[src/rtl/char_row_gen.sv]
`timescale 1ns/1ps
module char_row_gen #(
  parameter int FRAME_W    = 16,
  parameter int FLASH_BIT  = 13,
  parameter int CURSOR_BIT = 14,
  parameter int ULINE_ROW  = 11,
  parameter int STRIKE_ROW = 5
) (
  input  logic               clk,
  input  logic               rst_n,
  input  logic               in_valid,
  input  logic [7:0]         char_code,
  input  logic [7:0]         attr,
  input  logic [3:0]         scan_row,
  input  logic [FRAME_W-1:0] frame_cnt,
  input  logic               cursor_hit,
  output logic               out_valid,
  output logic [7:0]         pixels
);
  localparam int ROM_AW = 11;

  function automatic logic [7:0] rom_word(input logic [ROM_AW-1:0] a);
    return {a[10:4], 1'b0} ^ {a[3:0], a[3:0]};
  endfunction

  logic       v_q, flash_q, blink_q, cur_q;
  logic [7:0] c_q, a_q, glyph_q;
  logic [3:0] r_q;

  always_ff @(posedge clk or negedge rst_n) begin
    if (!rst_n) begin
      v_q     <= 1'b0;
      c_q     <= '0;
      a_q     <= '0;
      r_q     <= '0;
      flash_q <= 1'b0;
      blink_q <= 1'b0;
      cur_q   <= 1'b0;
      glyph_q <= '0;
    end else begin
      v_q     <= in_valid;
      c_q     <= char_code;
      a_q     <= attr;
      r_q     <= scan_row;
      flash_q <= frame_cnt[FLASH_BIT];
      blink_q <= frame_cnt[CURSOR_BIT];
      cur_q   <= cursor_hit;
      glyph_q <= rom_word({char_code[6:0], scan_row});
    end
  end

  logic       blk_l, blk_r;
  logic [7:0] blk_row, rev_row, base_row;
  logic [7:0] s_ul, s_st, s_fl, s_bl, s_cu;

  always_comb begin
    case (r_q)
      4'd0, 4'd1, 4'd2: begin blk_l = c_q[7]; blk_r = c_q[3]; end
      4'd3, 4'd4, 4'd5: begin blk_l = c_q[6]; blk_r = c_q[2]; end
      4'd6, 4'd7, 4'd8: begin blk_l = c_q[5]; blk_r = c_q[1]; end
      default:          begin blk_l = c_q[4]; blk_r = c_q[0]; end
    endcase
  end

  assign blk_row = {{5{blk_l}}, {3{blk_r}}};

  for (genvar i = 0; i < 8; i++) begin : g_rev
    assign rev_row[i] = c_q[7-i];
  end

  always_comb begin
    case (a_q[1:0])
      2'd0:    base_row = blk_row;
      2'd1:    base_row = rev_row;
      2'd2:    base_row = 8'h00;
      default: base_row = glyph_q;
    endcase
  end

  assign s_ul = (a_q[3] && r_q == 4'(ULINE_ROW)) ? 8'hFF : base_row;
  assign s_st = (a_q[2] && (r_q == 4'(STRIKE_ROW) || r_q == 4'(STRIKE_ROW + 1))) ? 8'hFF : s_ul;
  assign s_fl = (a_q[6] && flash_q) ? 8'h00 : s_st;
  assign s_bl = a_q[5] ? 8'h00 : s_fl;
  assign s_cu = (cur_q && blink_q) ? ~s_bl : s_bl;

  assign out_valid = v_q;
  assign pixels    = v_q ? (a_q[4] ? ~s_cu : s_cu) : 8'h00;

  a_r1_valid_latency: assert property (@(posedge clk) disable iff (!rst_n)
    in_valid |=> out_valid);
  a_r1_idle_zero: assert property (@(posedge clk) disable iff (!rst_n)
    !in_valid |=> (pixels == 8'h00));
  a_r9_blank_dark: assert property (@(posedge clk) disable iff (!rst_n)
    (in_valid && attr[5] && !attr[4] && !(cursor_hit && frame_cnt[CURSOR_BIT]))
    |=> (pixels == 8'h00));
  a_r6_underline_lit: assert property (@(posedge clk) disable iff (!rst_n)
    (in_valid && attr[3] && scan_row == 4'(ULINE_ROW) && attr[6:4] == 3'b000 &&
     !(cursor_hit && frame_cnt[CURSOR_BIT])) |=> (pixels == 8'hFF));
  a_r4_thin_dark: assert property (@(posedge clk) disable iff (!rst_n)
    (in_valid && attr[1:0] == 2'd2 && attr[6:2] == 5'd0 &&
     !(cursor_hit && frame_cnt[CURSOR_BIT])) |=> (pixels == 8'h00));
  a_r11_reverse_blank: assert property (@(posedge clk) disable iff (!rst_n)
    (in_valid && attr[5] && attr[4] && !(cursor_hit && frame_cnt[CURSOR_BIT]))
    |=> (pixels == 8'hFF));
endmodule

[config.mk]
export PLATFORM = sky130hd
export DESIGN_NAME = char_row_gen
export DESIGN_NICKNAME = d
export VERILOG_FILES = /design/src/rtl/char_row_gen.sv
export SDC_FILE = /design/constraint.sdc
export NUM_CORES = 1
export LEC_CHECK = 0
export BUFFER_PORTS_ARGS = -buffer_cell sky130_fd_sc_hd__buf_2
export CORE_ASPECT_RATIO = 1.5
export CORE_UTILIZATION = 40
export DETAILED_ROUTE_END_ITERATION = 16
export PLACE_DENSITY_LB_ADDON = 0.08
export SLEW_MARGIN = 20
export SYNTH_ARGS = -nofsm -noshare
export SYNTH_HDL_FRONTEND = slang
export SYNTH_SLANG_ARGS = --single-unit
[constraint.sdc]
create_clock -name clk -period 2.8 [get_ports clk]
set_clock_uncertainty 0.05 [all_clocks]
set_input_delay 0.56 -clock clk [delete_from_list [all_inputs] [get_ports clk]]
set_output_delay 0.56 -clock clk [all_outputs]
set_load 0.01 [all_outputs]
==> out/results.ini, run 1 <==
[grt]
grt_pass1_vias = 1017
grt_use_met2_pct = 30.26
antenna_found_initial = 0
overflow = 0
use_met3_pct = 4.790
grt_usage_pct = 16.02
top_usage_layer = met2
grt_pass1_wl_um = 4367
grt_max_degree = 31
grtUsageMet1_pct = 15.16

[route]
via_per_inst = 5.025
num_vias = 1025
firstDrtPassIters = 4
drtAntennaViolNets = 0
totalWireLength_um = 2558
drt_iter0_drc = 19
drc = 0
wl_per_cell_um = 12.54

[floorplanning]
die_h_um = 75.71
core_um2 = 3448
dieArea_um2 = 3872
ios = 49
start_util_pct = 42.02
die-width_um = 51.14
rows = 26

[yosys]
synth_cells = 117
synth_cell_types = 35
seq_area_frac_synth_pct = 51.81
netlist_area_um2 = 1449
synth.avg_cell_area_um2 = 12.38
synth_edf_count = 0
syn_nets = 157
synthArstFlopShare_pct = 100.0
ys_seq_elements = 30
yosysWarningCount = 0
ys.flop_type = dfrtp_1

[placement]
dp_cells = 191
gp_congestion = 0.8057
place_area_um2 = 1657
io_buffers = 33

[timing]
period_share_pct = 101.1
fmax_mhz = 353.4
worst_pin_slew_ns = 0.6181
final-hold-violation-count = 0
setup_viol = 3
drv_slew = 0
slew_headroom_pct = 58.79
layout_setup_ws_ns = -0.02952
rsz0062_at_grt = yes
setup-tns-final_ns = -0.03850
finalCriticalPeriod_ns = 2.830

[layout]
num_antenna_cells = 0
final_cells = 204
layout-drive-gt1-share_pct = 50.00
layout_commonest_cell = buf_2
nets = 201
final_cell_mix = 33 x buf_2, 27 x dfrtp_1, 12 x xor2_1
syn_to_final_growth_pct = 29.53
final_cell_area_um2 = 1877

[setup_path]
worstSetupStartpointType = register
cp-end-kind = output pin
required_ns = 2.19
arrival_ns = 2.22
critPathMaxFanout = 11
worstSetupPathType = reg2out

[power_and_ir_drop]
leakage_uw = 0.0008277
peakVddDrop_v = 0.0004590
pwr_density_cell_nw_per_um2 = 550.6

[outcome]
status = complete, but fails checks
violations = negative setup slack

[run]
max_cap_viol_count = 0

[clock_tree]
cts_buffers = 5
clkSinkCount = 30
cts_buffer_depth = 2
clockRootBuffer = clkbuf_8
path_clk_slew_ns = 0.06
holdBufCountCts = 0
cts_tree = built
cts_max_level = 2

[hold_path]
min_path_type = in2async

## power breakdown
group          switching [uW]  leakage [uW]  internal [uW]
Clock                     148     0.0000575            248
Combinational            79.0      0.000424           78.5
Sequential               18.9      0.000347            461
Total                     246      0.000828            787
## critical path: stages (launching register included)
cell and delay, ns:
dfrtp_2 0.48, nand2b_2 0.11, a21oi_1 0.05, or4_1 0.53, a21o_1 0.22, a31oi_2 0.21, mux2i_1 0.20, buf_2 0.15
## routing by layer
layer / vias to the layer above / share of wire, %
met5: - / 0
met4: 0 / 3.0
met3: 8 / 4.7
met2: 28 / 56
met1: 486 / 36
li1: 503 / -
## final timing paths
check,from,endpoint,slack [ns],cells after the start
worst max-delay path,r_q[1],pixels[0],-0.03,7
worst min-delay path,rst_n,a_q[6],0.24,1
max in group asynchronous,rst_n,r_q[1],2.01,1
min in group clk,frame_cnt[13],flash_q,0.34,1
## state kept, by name, indices dropped and copies added, names as in the netlist
register   cells
glyph_q        7
c_q            8
flash_q        1
r_q            4
blink_q        1
cur_q          1
a_q            7
out_valid      1
## repair_timing
action	CTS	global route
resized for setup	9	9
setup endpoints to repair	8	8
pin swaps	6	2
setup buffers	4	1
endpoints found under the hold margin	0	0
## area by class of cell
class | count | area (um2)
fillers | 321 | 1572
flip-flops and latches | 30 | 754.5
multi-input cells | 82 | 729.5
repair buffers | 41 | 225.2
clock buffers | 8 | 110.1
well taps | 42 | 52.55
inverters | 1 | 5.005
## cells by family (layout without fill, tap and decap cells)
group | count (synthesis) | after routing | share of synthesized area, %
xor+xnor | 13 | 13 | 9.154
mux | 11 | 11 | 7.858
simple gates | 35 | 35 | 17.27
flops | 30 | 30 | 51.81
buf+inv | 5 | 50 | 2.504
compound gates | 23 | 23 | 11.40
## per-stage QoR
stage	hold slack, ns	utilization (%)	setup WS, ns	power (uW)
after floorplan	0.2144	-	0.4049	573.0
after global placement	0.5578	48.04	0.1738	625.3
after detailed placement	0.5735	48.04	0.1459	630.9
after CTS	0.2746	52.79	-0.03323	1040
after global routing	0.2969	54.43	-0.1524	1086
final	0.2430	54.43	-0.02952	1033
## cell usage after synthesis, types with 2 or more instances
cell | instances | area [um2]
dfrtp_1 | 30 | 750.7
xor2_1 | 12 | 105.1
mux2i_1 | 8 | 80.08
and2_1 | 6 | 37.54
nand2_1 | 6 | 22.52
o31ai_1 | 6 | 45.04
o21ai_0 | 4 | 20.02
a21oi_1 | 3 | 15.01
a31oi_1 | 3 | 18.77
mux2_2 | 3 | 33.78
nand2b_1 | 3 | 18.77
nor2b_1 | 3 | 18.77
a21o_1 | 2 | 15.01
a21oi_2 | 2 | 17.52
buf_2 | 2 | 10.01
buf_6 | 2 | 22.52
nor2b_2 | 2 | 17.52
or3b_1 | 2 | 17.52
or4_1 | 2 | 15.01
No activity file was read; power rests on OpenSTA's default activity.
==> run 2, diff against run 1 <==
Settings changed: ABC_CLOCK_PERIOD_IN_PS set to 2800, RECOVER_POWER set to 50.
==> run 2 against run 1 <==
  * The run still ends with negative setup slack left
  * Maximum frequency barely moved
  * Worst hold slack got worse by 0.00090 ns
  * Clock power barely moved
  * Total power fell by 0.21%
  * Combinational power barely moved
  * Design area fell by 0.60%
  * Critical path type unchanged
  * Count of clock-buffer cells in the layout did not move
  * Global-route usage did not move
  * Via count barely moved
==> out/results.ini, run 2 (same netlist as run 1, synthesis figures left out) <==
[placement]
io_buffers = 33  ; unchanged
gp_congestion = 0.8057  ; unchanged
dp_slack_ns = 0.1459  ; unchanged
place_area_um2 = 1657  ; unchanged
dp_cells = 191  ; unchanged

[layout]
nets = 201  ; unchanged
reg_top3 = c_q x8, a_q x7, glyph_q x7  ; unchanged
fill_cells = 327  ; was 321
final_cells = 204  ; unchanged
largest_register_ffs = 8  ; unchanged
final_cell_area_um2 = 1866  ; was 1877 um2
final_cell_mix = 27 x dfrtp_1, 24 x buf_2, 12 x xor2_1, 9 x clkbuf_1  ; was 33 x buf_2, 27 x dfrtp_1, 12 x xor2_1
num_antenna_cells = 0  ; unchanged
layout_commonest_cell = dfrtp_1  ; was buf_2
largest_register = c_q  ; unchanged
syn_to_final_growth_pct = 28.76  ; was 29.53%
layout-drive-gt1-share_pct = 44.44  ; was 50.00%

[timing]
fmax_mhz = 353.4  ; about the same
finalCriticalPeriod_ns = 2.829  ; was 2.830 ns
drv_slew = 0  ; unchanged
layout_setup_ws_ns = -0.02927  ; was -0.02952 ns
setup_viol = 3  ; unchanged
worst_pin_slew_ns = 0.6156  ; was 0.6181 ns
final-hold-violation-count = 0  ; unchanged
rsz0062_at_grt = yes  ; unchanged
slew_headroom_pct = 58.96  ; was 58.79%
period_share_pct = 101.0  ; was 101.1%

[grt]
antenna_found_initial = 0  ; unchanged
grt_pass1_wl_um = 4367  ; unchanged
grt_usage_pct = 16.02  ; unchanged
grt_max_degree = 31  ; unchanged
grt_pass1_vias = 1017  ; unchanged
overflow = 0  ; unchanged

[setup_path]
cp-end-kind = output pin  ; unchanged
arrival_ns = 2.22  ; about the same
critPathMaxFanout = 11  ; unchanged
required_ns = 2.19  ; about the same
worstSetupPathType = reg2out  ; unchanged
worstSetupStartpointType = register  ; unchanged

[floorplanning]
dieArea_um2 = 3872  ; unchanged
die_h_um = 75.71  ; unchanged
ios = 49  ; unchanged
die-width_um = 51.14  ; unchanged
start_util_pct = 42.02  ; unchanged
core_um2 = 3448  ; unchanged
rows = 26  ; unchanged

[route]
drt_iter0_drc = 14  ; was 19
wl_per_cell_um = 12.57  ; was 12.54 um
drtAntennaViolNets = 0  ; unchanged
num_vias = 1026  ; was 1025
totalWireLength_um = 2565  ; was 2558 um
drc = 0  ; unchanged
firstDrtPassIters = 4  ; unchanged
via_per_inst = 5.029  ; was 5.025

[clock_tree]
cts_max_level = 2  ; unchanged
holdBufCountCts = 0  ; unchanged
cts_tree = built  ; unchanged
path_clk_slew_ns = 0.06  ; about the same
clockRootBuffer = clkbuf_8  ; unchanged
clkSinkCount = 30  ; unchanged
cts_buffer_depth = 2  ; unchanged
cts_buffers = 5  ; unchanged

[power_and_ir_drop]
leakage_uw = 0.0008029  ; was 0.0008277 uW
fin_total_pwr_uw = 1031  ; was 1033 uW
pwr_density_cell_nw_per_um2 = 552.8  ; was 550.6 nW/um2
peakVddDrop_v = 0.0004581  ; was 0.0004590 V

[run]
max_cap_viol_count = 0  ; unchanged

[hold_path]
min_path_type = in2async  ; unchanged

[outcome]
violations = negative setup slack  ; unchanged
status = complete, but fails checks  ; unchanged

## run 2: worst max-delay path, cell delays in order (launching register included)
cell	delay [ns]
dfrtp_2	0.48
nand2b_2	0.11
a21oi_1	0.05
or4_1	0.53
a21o_1	0.22
a31oi_2	0.21
mux2i_1	0.20
buf_2	0.15
## run 2: stage by stage
stage | hold slack (ns) | TNS [ns] | util, %
6_report | 0.2421 | -0.03773 | 54.10
5_1_grt | 0.2969 | -0.8919 | 54.10
4_1_cts | 0.2746 | -0.1249 | 52.79
3_5_place_dp | 0.5735 | 0 | 48.04
3_3_place_gp | 0.5578 | 0 | 48.04
2_1_floorplan | 0.2144 | 0 | -
## run 2: final cells by class
class	count	area [um2]	share of cell area, %
Clock buffer	8	110.1	5.902
Inverter	1	5.005	0.2683
Multi-Input combinational cell	82	729.5	39.10
Sequential cell	30	754.5	40.44
Tap cell	42	52.55	2.817
Timing Repair Buffer	41	214.0	11.47
## run 2: repair_timing
action                                  in CTS  in global routing
hold endpoints to repair                     0                  0
pin swaps                                    6                  2
buffers inserted                             4                  1
gates resized for setup                      9                  9
endpoints found under the setup margin       8                  8
## run 2: power by group
group	internal, uW	switching [uW]
Sequential	461	18.9
Clock	248	148
Combinational	76.7	78.9
Total	786	245
## run 2: metal layers
metal | track usage (%) | wire [um] | part of all wire [%] | vias up
li1 | - | - | - | 503
met1 | 15.16 | 925 | 36 | 487
met2 | 30.26 | 1446 | 56 | 28
met3 | 4.790 | 117 | 4.6 | 8
met4 | 8.951 | 76 | 3.0 | 0
met5 | 0 | 0 | 0 | -
## run 2: path summary, 6_finish.rpt
kind | start | depth (start not counted) | end
setup / recovery | r_q[1] | 7 | pixels[0]
hold / removal | rst_n | 1 | a_q[6]
max in group asynchronous | rst_n | 1 | r_q[1]
min in group clk | frame_cnt[13] | 1 | flash_q
==> run 3, diff against run 2 <==
Settings changed: CTS_BUF_LIST set to sky130_fd_sc_hd__clkbuf_4 sky130_fd_sc_hd__clkbuf_8, REMOVE_ABC_BUFFERS set to 1.
==> run 3 against run 2 <==
  * The run still ends with negative setup slack left
  * Final cell count is the same
  * Sequential share of layout area grew 0.054 points
  * Via count is the same
  * Non-clock buffer count is the same
  * Design area shrank 0.13%
  * Combinational power grew 3%
  * Worst setup slack lost 0.064 ns
  * Die area is the same
  * Critical endpoint is now pixels[4]
  * Highest routed layer unchanged
==> out/results.ini, run 3 (same netlist as run 1, synthesis figures left out) <==
[setup_path]
required_ns = 2.19  ; about the same
worstSetupStartpointType = register  ; unchanged
worstSetupPathType = reg2out  ; unchanged
arrival_ns = 2.28  ; was 2.22 ns
critPathMaxFanout = 8  ; was 11
cp-end-kind = output pin  ; unchanged

[floorplanning]
core_um2 = 3448  ; unchanged
die_h_um = 75.71  ; unchanged
die-width_um = 51.14  ; unchanged
start_util_pct = 42.02  ; unchanged
dieArea_um2 = 3872  ; unchanged
ios = 49  ; unchanged
rows = 26  ; unchanged

[layout]
nets = 201  ; unchanged
layout-drive-gt1-share_pct = 43.21  ; was 44.44%
num_antenna_cells = 0  ; unchanged
syn_to_final_growth_pct = 28.58  ; was 28.76%
layout_commonest_cell = dfrtp_1  ; unchanged
regArea_um2 = 754.5  ; unchanged
fill_cells = 337  ; was 327
largest_register = c_q  ; unchanged
reg_top3 = c_q x8, a_q x7, glyph_q x7  ; unchanged
largest_register_ffs = 8  ; unchanged
final_cells = 204  ; unchanged
multi_input_area_um2 = 744.5  ; was 729.5 um2
final_cell_mix = 27 x dfrtp_1, 23 x buf_2, 12 x xor2_1, 10 x clkbuf_1  ; was 27 x dfrtp_1, 24 x buf_2, 12 x xor2_1, 9 x clkbuf_1

[power_and_ir_drop]
switchingPower_uw = 251.3  ; was 245.5 uW
switching_share_pct = 25.18  ; was 23.81%
power.share.clock_pct = 35.7  ; was 38.3%
peakVddDrop_v = 0.0004074  ; was 0.0004581 V
seq_power_share_pct = 48.2  ; was 46.6%
power_frac_comb_pct = 16.2  ; was 15.1%
internal_power_uw = 747.0  ; was 785.7 uW
fin_total_pwr_uw = 998.3  ; was 1031 uW
pwr_density_cell_nw_per_um2 = 535.9  ; was 552.8 nW/um2
leakage_uw = 0.0007952  ; was 0.0008029 uW

[route]
drc = 0  ; unchanged
drtAntennaViolNets = 0  ; unchanged
firstDrtPassIters = 2  ; was 4
totalWireLength_um = 2747  ; was 2565 um
num_vias = 1026  ; unchanged
drt_iter0_drc = 6  ; was 14
via_per_inst = 5.029  ; unchanged
wl_per_cell_um = 13.47  ; was 12.57 um

[timing]
final-hold-violation-count = 0  ; unchanged
rsz0062_at_grt = yes  ; unchanged
finalCriticalPeriod_ns = 2.893  ; was 2.829 ns
fmax_mhz = 345.7  ; was 353.4 MHz
setup_viol = 8  ; was 3
slew_headroom_pct = 41.39  ; was 58.96%
layout_setup_ws_ns = -0.09294  ; was -0.02927 ns
worst_pin_slew_ns = 0.8792  ; was 0.6156 ns
period_share_pct = 103.3  ; was 101.0%
drv_slew = 0  ; unchanged

[grt]
grt_max_degree = 31  ; unchanged
grt_pass1_wl_um = 4381  ; was 4367 um
overflow = 0  ; unchanged
antenna_found_initial = 0  ; unchanged
grt_usage_pct = 16.21  ; was 16.02%
grt_pass1_vias = 985  ; was 1017

[outcome]
status = complete, but fails checks  ; unchanged
violations = negative setup slack  ; unchanged

[placement]
hpwlAfterDp_um = 2098
io_buffers = 33  ; unchanged
gp_congestion = 0.8876  ; was 0.8057
dp_cells = 194  ; was 191

[clock_tree]
clkSinkCount = 30  ; unchanged
cts_buffer_depth = 2  ; unchanged
clockRootBuffer = clkbuf_8  ; unchanged
path_clk_slew_ns = 0.06  ; about the same
holdBufCountCts = 0  ; unchanged
cts_buffers = 5  ; unchanged
cts_tree = built  ; unchanged
cts_max_level = 2  ; unchanged

[run]
max_cap_viol_count = 0  ; unchanged

[hold_path]
min_path_type = in2async  ; unchanged

run 3: cell count changes in the layout (fill, tap and decap cells not counted):
| cell | previous run | this run |
|---|---|---|
| clkbuf_8 | 8 | 6 |
| or4_1 | 2 | 1 |
| clkbuf_1 | 9 | 10 |
| o31ai_4 | 0 | 3 |
| nor4bb_2 | 1 | 0 |
| nor4bb_1 | 0 | 1 |
| nor4_4 | 1 | 0 |
| nor4_2 | 0 | 1 |
| or4_4 | 0 | 1 |
| o31ai_2 | 7 | 4 |
| clkinv_1 | 0 | 1 |
| buf_2 | 24 | 23 |
| clkbuf_4 | 0 | 1 |
run 3: critical path, stage by stage (launching register included):
cell	delay (ns)
dfrtp_2	0.47
or4_4	0.55
o31ai_2	0.08
nor4_2	0.07
buf_4	0.17
o31ai_2	0.26
xor2_1	0.16
and2_1	0.13
buf_2	0.12
run 3: final timing paths:
check / cells past startpoint / startpoint / end
worst max-delay path: 8 / r_q[1] / pixels[4]
worst min-delay path: 1 / rst_n / flash_q
max in group asynchronous: 1 / rst_n / r_q[2]
min in group clk: 1 / attr[0] / a_q[0]
run 3: what timing repair did:
item,in CTS,in global routing
pin swaps,1,2
gates cloned,0,0
setup buffers,1,1
gates resized for setup,14,5
setup endpoints to repair,8,8
run 3: per-layer routing:
metal  track usage (%)  wire length [um]  up-vias
li1                  -                 -      503
met1             17.27              1135      489
met2             27.19              1410       27
met3             4.391               111        7
met4             12.35                90        0
met5                 0                 0        -
run 3: through the flow:
stage          util, %  TNS, ns  hold slack, ns  cell area (um2)  setup WS [ns]
6_report         54.03  -0.5725          0.2446             1863       -0.09294
5_1_grt          54.03   -1.400          0.2887             1863        -0.1947
4_1_cts          53.81  -0.7722          0.2672             1856        -0.1175
3_5_place_dp     48.69        0          0.5653             1679        0.09502
3_3_place_gp     48.69        0          0.5501             1679         0.1341
2_1_floorplan        -        0          0.2144             1416         0.3310
run 3: area by class of cell:
| cell class | count | area share, % |
|---|---|---|
| clock inverter | 1 | 0.2686 |
| sequential | 30 | 40.50 |
| multi-input combinational | 82 | 39.96 |
| clock buffer | 7 | 4.835 |
| inverter | 1 | 0.2015 |
| timing repair buffer | 41 | 11.42 |
| tap | 42 | 2.821 |
run 3: power groups by stage:
stage,Clock [uW],Sequential [uW],Combinational (uW)
floorplan,0,486,82.1
finish,356,481,161
detailed placement,0,488,147
global route,391,484,178
global placement,0,487,143
CTS,366,481,163
